$ cat src/rtl/bsc_pkg.sv
// Shared bit positions and masks for the bank select control word.
// Assumes a 32-bit word; positions are fixed because the register
// file and execution stage decode them.
package bsc_pkg;
    localparam int unsigned WORD_W  = 32;
    localparam int unsigned B_ACC   = 0;
    localparam int unsigned B_LOCK  = 1;
    localparam int unsigned B_IM_LO = 3;
    localparam int unsigned B_IEN   = 5;
    localparam int unsigned B_LONG  = 6;
    localparam int unsigned B_EXT   = 7;
    localparam int unsigned B_GEN   = 8;
    localparam int unsigned B_IX    = 16;
    localparam int unsigned B_IY    = 24;
    localparam logic [WORD_W-1:0] LIVE_MASK = 32'h0101_01FB;

    typedef enum logic [1:0] {
        PICK_LOCK = 2'd0,
        PICK_LONG = 2'd1,
        PICK_EXT  = 2'd2,
        PICK_NONE = 2'd3
    } mode_pick_e;
endpackage

$ cat src/rtl/bsc_next.sv
// Next-state logic for the select word.
// Applies all bit commands in one pass, then lets a load override them,
// then masks reserved bits. Purely combinational.
module bsc_next
    import bsc_pkg::*;
(
    input  logic [WORD_W-1:0] cur,
    input  logic              xchg_acc,
    input  logic              xchg_gen,
    input  logic              xchg_ix,
    input  logic              xchg_iy,
    input  logic              xchg_all,
    input  logic              mode_set,
    input  logic              mode_clr,
    input  logic [1:0]        mode_pick,
    input  logic              imode_wr,
    input  logic [1:0]        imode_val,
    input  logic              ien_set,
    input  logic              ien_clr,
    input  logic              load_en,
    input  logic [WORD_W-1:0] load_data,
    output logic [WORD_W-1:0] nxt
);
    localparam int unsigned NBANK = 4;
    localparam int unsigned BANK_POS [NBANK] = '{B_ACC, B_GEN, B_IX, B_IY};

    logic [NBANK-1:0] flip;
    logic [WORD_W-1:0] flip_vec;
    logic [WORD_W-1:0] cmd_val;

    // Per-bank flip requests; exchange-all covers the three address groups.
    assign flip = {xchg_iy | xchg_all, xchg_ix | xchg_all, xchg_gen | xchg_all, xchg_acc};

    // Spread the flip requests onto their word positions.
    generate
        for (genvar g = 0; g < WORD_W; g++) begin : g_flip
            logic hit;
            always_comb begin
                hit = 1'b0;
                for (int k = 0; k < NBANK; k++) begin
                    if (BANK_POS[k] == g) hit = flip[k];
                end
            end
            assign flip_vec[g] = hit;
        end
    endgenerate

    // Apply mode, interrupt and bank commands to the current word.
    always_comb begin
        cmd_val = cur ^ flip_vec;
        if (mode_set) begin
            case (mode_pick_e'(mode_pick))
                PICK_LOCK: cmd_val[B_LOCK] = 1'b1;
                PICK_LONG: cmd_val[B_LONG] = 1'b1;
                PICK_EXT:  cmd_val[B_EXT]  = 1'b1;
                default:   ;
            endcase
        end
        if (mode_clr) begin
            case (mode_pick_e'(mode_pick))
                PICK_LOCK: cmd_val[B_LOCK] = 1'b0;
                PICK_LONG: cmd_val[B_LONG] = 1'b0;
                default:   ;
            endcase
        end
        if (imode_wr) cmd_val[B_IM_LO +: 2] = imode_val;
        if (ien_set)  cmd_val[B_IEN] = 1'b1;
        if (ien_clr)  cmd_val[B_IEN] = 1'b0;
    end

    // Load wins over every bit command; reserved bits forced to zero.
    assign nxt = (load_en ? load_data : cmd_val) & LIVE_MASK;
endmodule

$ cat src/rtl/bsc_flags.sv
// Output decode of the select word: bank selects, mode outputs and the
// flag vectors for the bank-test and mode-test operations.
// Assumes the word is already masked.
module bsc_flags
    import bsc_pkg::*;
(
    input  logic [WORD_W-1:0] word,
    output logic [3:0]        bank_sel,
    output logic [3:0]        bank_flags,
    output logic [2:0]        mode_flags,
    output logic              long_mode,
    output logic              ext_mode,
    output logic              irq_en,
    output logic [1:0]        irq_mode
);
    // Bank lines in {iy, ix, gen, acc} order.
    assign bank_sel   = {word[B_IY], word[B_IX], word[B_GEN], word[B_ACC]};
    // Bank test {S,Z,V,C}.
    assign bank_flags = {word[B_IX], word[B_IY], word[B_ACC], word[B_GEN]};
    // Mode test {S,Z,C}.
    assign mode_flags = {word[B_EXT], word[B_LONG], word[B_LOCK]};
    assign long_mode  = word[B_LONG];
    assign ext_mode   = word[B_EXT];
    assign irq_en     = word[B_IEN];
    assign irq_mode   = word[B_IM_LO +: 2];
endmodule

$ cat src/rtl/bsc_top.sv
// Bank select control: holds the select word, updates it from decoder
// strobes and drives bank, mode and test-flag outputs.
// Assumes strobes are single-cycle pulses from the decoder.
module bsc_top
    import bsc_pkg::*;
(
    input  logic              clk,
    input  logic              rst_n,
    input  logic              xchg_acc,
    input  logic              xchg_gen,
    input  logic              xchg_ix,
    input  logic              xchg_iy,
    input  logic              xchg_all,
    input  logic              mode_set,
    input  logic              mode_clr,
    input  logic [1:0]        mode_pick,
    input  logic              imode_wr,
    input  logic [1:0]        imode_val,
    input  logic              ien_set,
    input  logic              ien_clr,
    input  logic              load_en,
    input  logic [31:0]       load_data,
    output logic [31:0]       sel_word,
    output logic [3:0]        bank_sel,
    output logic              long_mode,
    output logic              ext_mode,
    output logic              irq_en,
    output logic [1:0]        irq_mode,
    output logic [3:0]        bank_flags,
    output logic [2:0]        mode_flags
);
    logic [WORD_W-1:0] word_q;
    logic [WORD_W-1:0] word_d;

    bsc_next u_next (
        .cur(word_q), .xchg_acc(xchg_acc), .xchg_gen(xchg_gen),
        .xchg_ix(xchg_ix), .xchg_iy(xchg_iy), .xchg_all(xchg_all),
        .mode_set(mode_set), .mode_clr(mode_clr), .mode_pick(mode_pick),
        .imode_wr(imode_wr), .imode_val(imode_val),
        .ien_set(ien_set), .ien_clr(ien_clr),
        .load_en(load_en), .load_data(load_data), .nxt(word_d)
    );

    // Select word register with synchronous active-low reset.
    always_ff @(posedge clk) begin
        if (!rst_n) word_q <= '0;
        else        word_q <= word_d;
    end

    bsc_flags u_flags (
        .word(word_q), .bank_sel(bank_sel), .bank_flags(bank_flags),
        .mode_flags(mode_flags), .long_mode(long_mode), .ext_mode(ext_mode),
        .irq_en(irq_en), .irq_mode(irq_mode)
    );

    assign sel_word = word_q;

    // Accumulator exchange alone flips bit 0.
    assert_acc_flip_R2: assert property (@(posedge clk) disable iff (!rst_n)
        (xchg_acc && !load_en) |=> (sel_word[B_ACC] != $past(sel_word[B_ACC])));

    // Exchange-all alone flips the three address banks and keeps bit 0.
    assert_xall_R4: assert property (@(posedge clk) disable iff (!rst_n)
        (xchg_all && !load_en && !xchg_acc && !xchg_gen && !xchg_ix && !xchg_iy)
        |=> (bank_sel == ($past(bank_sel) ^ 4'b1110)));

    // Clear-mode never drops extended mode.
    assert_ext_sticky_R6: assert property (@(posedge clk) disable iff (!rst_n)
        (mode_clr && !load_en && $past(rst_n) && ext_mode) |=> ext_mode);

    // Load result takes priority.
    assert_load_prio_R10: assert property (@(posedge clk) disable iff (!rst_n)
        load_en |=> (sel_word == ($past(load_data) & LIVE_MASK)));

    // Reserved bits read zero.
    assert_rsvd_zero_R9: assert property (@(posedge clk) disable iff (!rst_n)
        1'b1 |=> ((sel_word & ~LIVE_MASK) == '0));
endmodule

$ cat config.mk
export PLATFORM = sky130hd
export DESIGN_NAME = bsc_top
export DESIGN_NICKNAME = d
export VERILOG_FILES = /design/src/rtl/bsc_pkg.sv /design/src/rtl/bsc_next.sv /design/src/rtl/bsc_flags.sv /design/src/rtl/bsc_top.sv
export SDC_FILE = /design/constraint.sdc
export NUM_CORES = 1
export LEC_CHECK = 0
export BUFFER_PORTS_ARGS = -buffer_cell sky130_fd_sc_hd__clkbuf_2
export CORE_MARGIN = 2
export CORE_UTILIZATION = 34
export DETAILED_ROUTE_END_ITERATION = 10
export PLACE_DENSITY = 0.87
export SYNTH_ARGS = -nofsm -noshare
export SYNTH_HDL_FRONTEND = slang
export SYNTH_SLANG_ARGS = --single-unit
$ cat constraint.sdc
create_clock -name clk -period 2.6 [get_ports clk]
set_input_delay 0.65 -clock clk [delete_from_list [all_inputs] [get_ports clk]]
set_output_delay 0.65 -clock clk [all_outputs]
set_load 0.1 [all_outputs]
==> results_dict.tcl <==
set metrics [dict create \
    outcome "complete, no violations" \
    layout.nets 181 \
    route.detailed.drc 0 \
    crit_fanout 5 \
    dr_wl_met3_um 194 \
    num_rows 17 \
    path_buf_inv 1 \
    wl_um 1480 \
    r2r_setup_slack_ns 1.57 \
    wl_met1_um 536 \
    mostFrequentLayoutCell "clkbuf_2" \
    cp_cell_sequence "clkbuf_2" \
    yosys.area.top_type_share 0.365 \
    grt_max_degree 20 \
    synthCells 95 \
    dr.pass1.iters 1 \
    dieArea_um2 2700 \
    final_cell_mix "clkbuf_2, conb_1, dfxtp_1, nand2_1, o21ai_0" \
    cts_resized 0 \
    tightest_slew_ns 0.546 \
    tns_ns 0 \
    r2r_start "sel_word[24]" \
    p_leak_nw 0.494 \
    skew_ns 0 \
    cts.reportedPaths.clkPinSlew_ns 0.07 \
    cts.htree.levels 1 \
    ir_worst_vdd_mv 0.305 \
    yosysTopAreaCell "buf_4" \
    dp_slack_ns 0.890 \
    startpoint "sel_word[24]" \
    setup_slack_ns 0.808 \
    wire_per_inst_um 9.37 \
    r2r-end "sel_word[24]" \
    diodes 0 \
    cp-start-kind "register" \
    fin_crit_sh 0.689 \
    clk_latency_ns 0.26 \
    cts-root-buf "clkbuf_4" \
    cts_made_buffers 3 \
    power.total_uw 720 \
    hold_path_depth 1 \
    fmax_ghz 0.558 \
    grt.overflow.total 0 \
    largest_register_ffs 10 \
    hold_class "register to register" \
    setup_viol 0 \
    initial_utilization 0.357 \
    areaGrowthSynthToFinish_pct 11.7 \
    die_h_um 52.0 \
    place_inst 155 \
    end_kind "primary output" \
    finalWeightedCongestion 0.605 \
    ant_nets 0 \
    drtIter0Drc 0 \
    portBuffers 52 \
    r2r_cells 3 \
    wl_met2_um 739 \
    antenna_found_initial 0 \
    vias 680 \
    grt_pass1_vias 576 \
    worstSetupPathType "register to primary output" \
    tritoncts "built" \
    highest-signal-layer "met4" \
    cts.sinks 10 \
    ys_warn_count 0 \
    final_cells 158 \
    syn_avg_cell_area_um2 8.23 \
    ctsHoldBuffers 0 \
    critical_path_depth 1 \
    maxCapViolCount 0 \
    yosys_register_bits 10 \
    cpLargestDelayFamily "buffers and inverters" \
    relSlewSlack 0.638 \
    fp.coreArea_um2 2190 \
    slew_viol_final 0 \
    postCtsSetupBuffers 0 \
    critPathSlowestCell "clkbuf_2" \
    fin_util 0.399 \
    clockBufferDepth 2 \
    io-pin-count 97 \
    ys_seq_area_frac 0.256 \
    netlist_area_um2 782 \
    finalCriticalPeriod_ns 1.79 \
    drive_above_1_share 0.423 \
    synth_area_leaders "buf_4, dfxtp_1, o21ai_0" \
    power_density_nw_per_um2 825 \
    hold_viol_final 0 \
    cp-endpoint "bank_sel[3]" \
    crit_arrival_ns 1.14 \
    vias_per_cell 4.30 \
    slowest_delay_ns 0.49 \
    grt_pass1_wl_um 2460 \
    yosys.cell_types.count 26 \
    rsz0062_at_grt "false" \
    floorplan.die.width_um 52.0 \
    worstPathRequired_ns 1.95 \
    track_usage 0.122 \
]
[area by class of cell]
cell class	count	area (um2)
clock buffer	3	22.5
fill	251	1320
inverter	2	7.51
multi-input combinational	63	348
sequential	10	200
tap	28	35.0
timing repair buffer	52	260
[report_power, final]
| part | switching, mW | internal (mW) |
|---|---|---|
| sequential | 0.0109 | 0.165 |
| combinational | 0.390 | 0.0493 |
| clock | 0.0523 | 0.0534 |
[worst min path at each step]
| stage | from | end | slack [ns] |
|---|---|---|---|
| detailed placement | sel_word[1] | sel_word[1] | 0.53 |
| global route | sel_word[1] | sel_word[1] | 0.57 |
| CTS | sel_word[1] | sel_word[1] | 0.55 |
| floorplan | load_data[16] | sel_word[16] | 0.80 |
| finish | sel_word[1] | sel_word[1] | 0.54 |
| global placement | sel_word[1] | sel_word[1] | 0.53 |
[stage by stage]
stage                     hold WS [ns]  cell area [um2]
after floorplan                  0.803              861
after global placement           0.526              851
after detailed placement         0.534              851
after CTS                        0.550              873
after global routing             0.568              873
final                            0.542              873
[kinds of logic (layout without fill, tap and decap cells)]
group	count (synthesis)	in the layout	synth area share
compound gates	17	17	0.150
xor+xnor	1	1	0.0112
buf+inv	43	57	0.400
flops	10	10	0.256
mux	2	2	0.0256
other cells	1	22	0.00480
simple gates	21	21	0.152
[per-layer routing]
layer  global-route usage  vias to the layer above
met5                    0                        -
met4               0.0526                        0
met3               0.0402                        2
met2                0.234                       44
met1                0.117                      304
li1                     -                      330
[cells in the mapped netlist]
| library cell | instances |
|---|---|
| a21boi_0 | 2 |
| a21oi_1 | 1 |
| a31oi_1 | 1 |
| and2_1 | 4 |
| buf_2 | 1 |
| buf_4 | 38 |
| buf_6 | 1 |
| clkbuf_1 | 1 |
| conb_1 | 1 |
| dfxtp_1 | 10 |
| inv_1 | 2 |
| mux2i_1 | 2 |
| nand2_1 | 7 |
| nand2b_1 | 1 |
| nor2_1 | 1 |
| nor3_1 | 2 |
| nor3b_1 | 3 |
| o2111a_1 | 1 |
| o211ai_1 | 1 |
| o21ai_0 | 7 |
| o311a_1 | 2 |
| o31ai_1 | 1 |
| o32a_1 | 1 |
| or3b_1 | 2 |
| or4_1 | 1 |
| xnor2_1 | 1 |
Note: power is estimated with default switching activity, not from simulation.
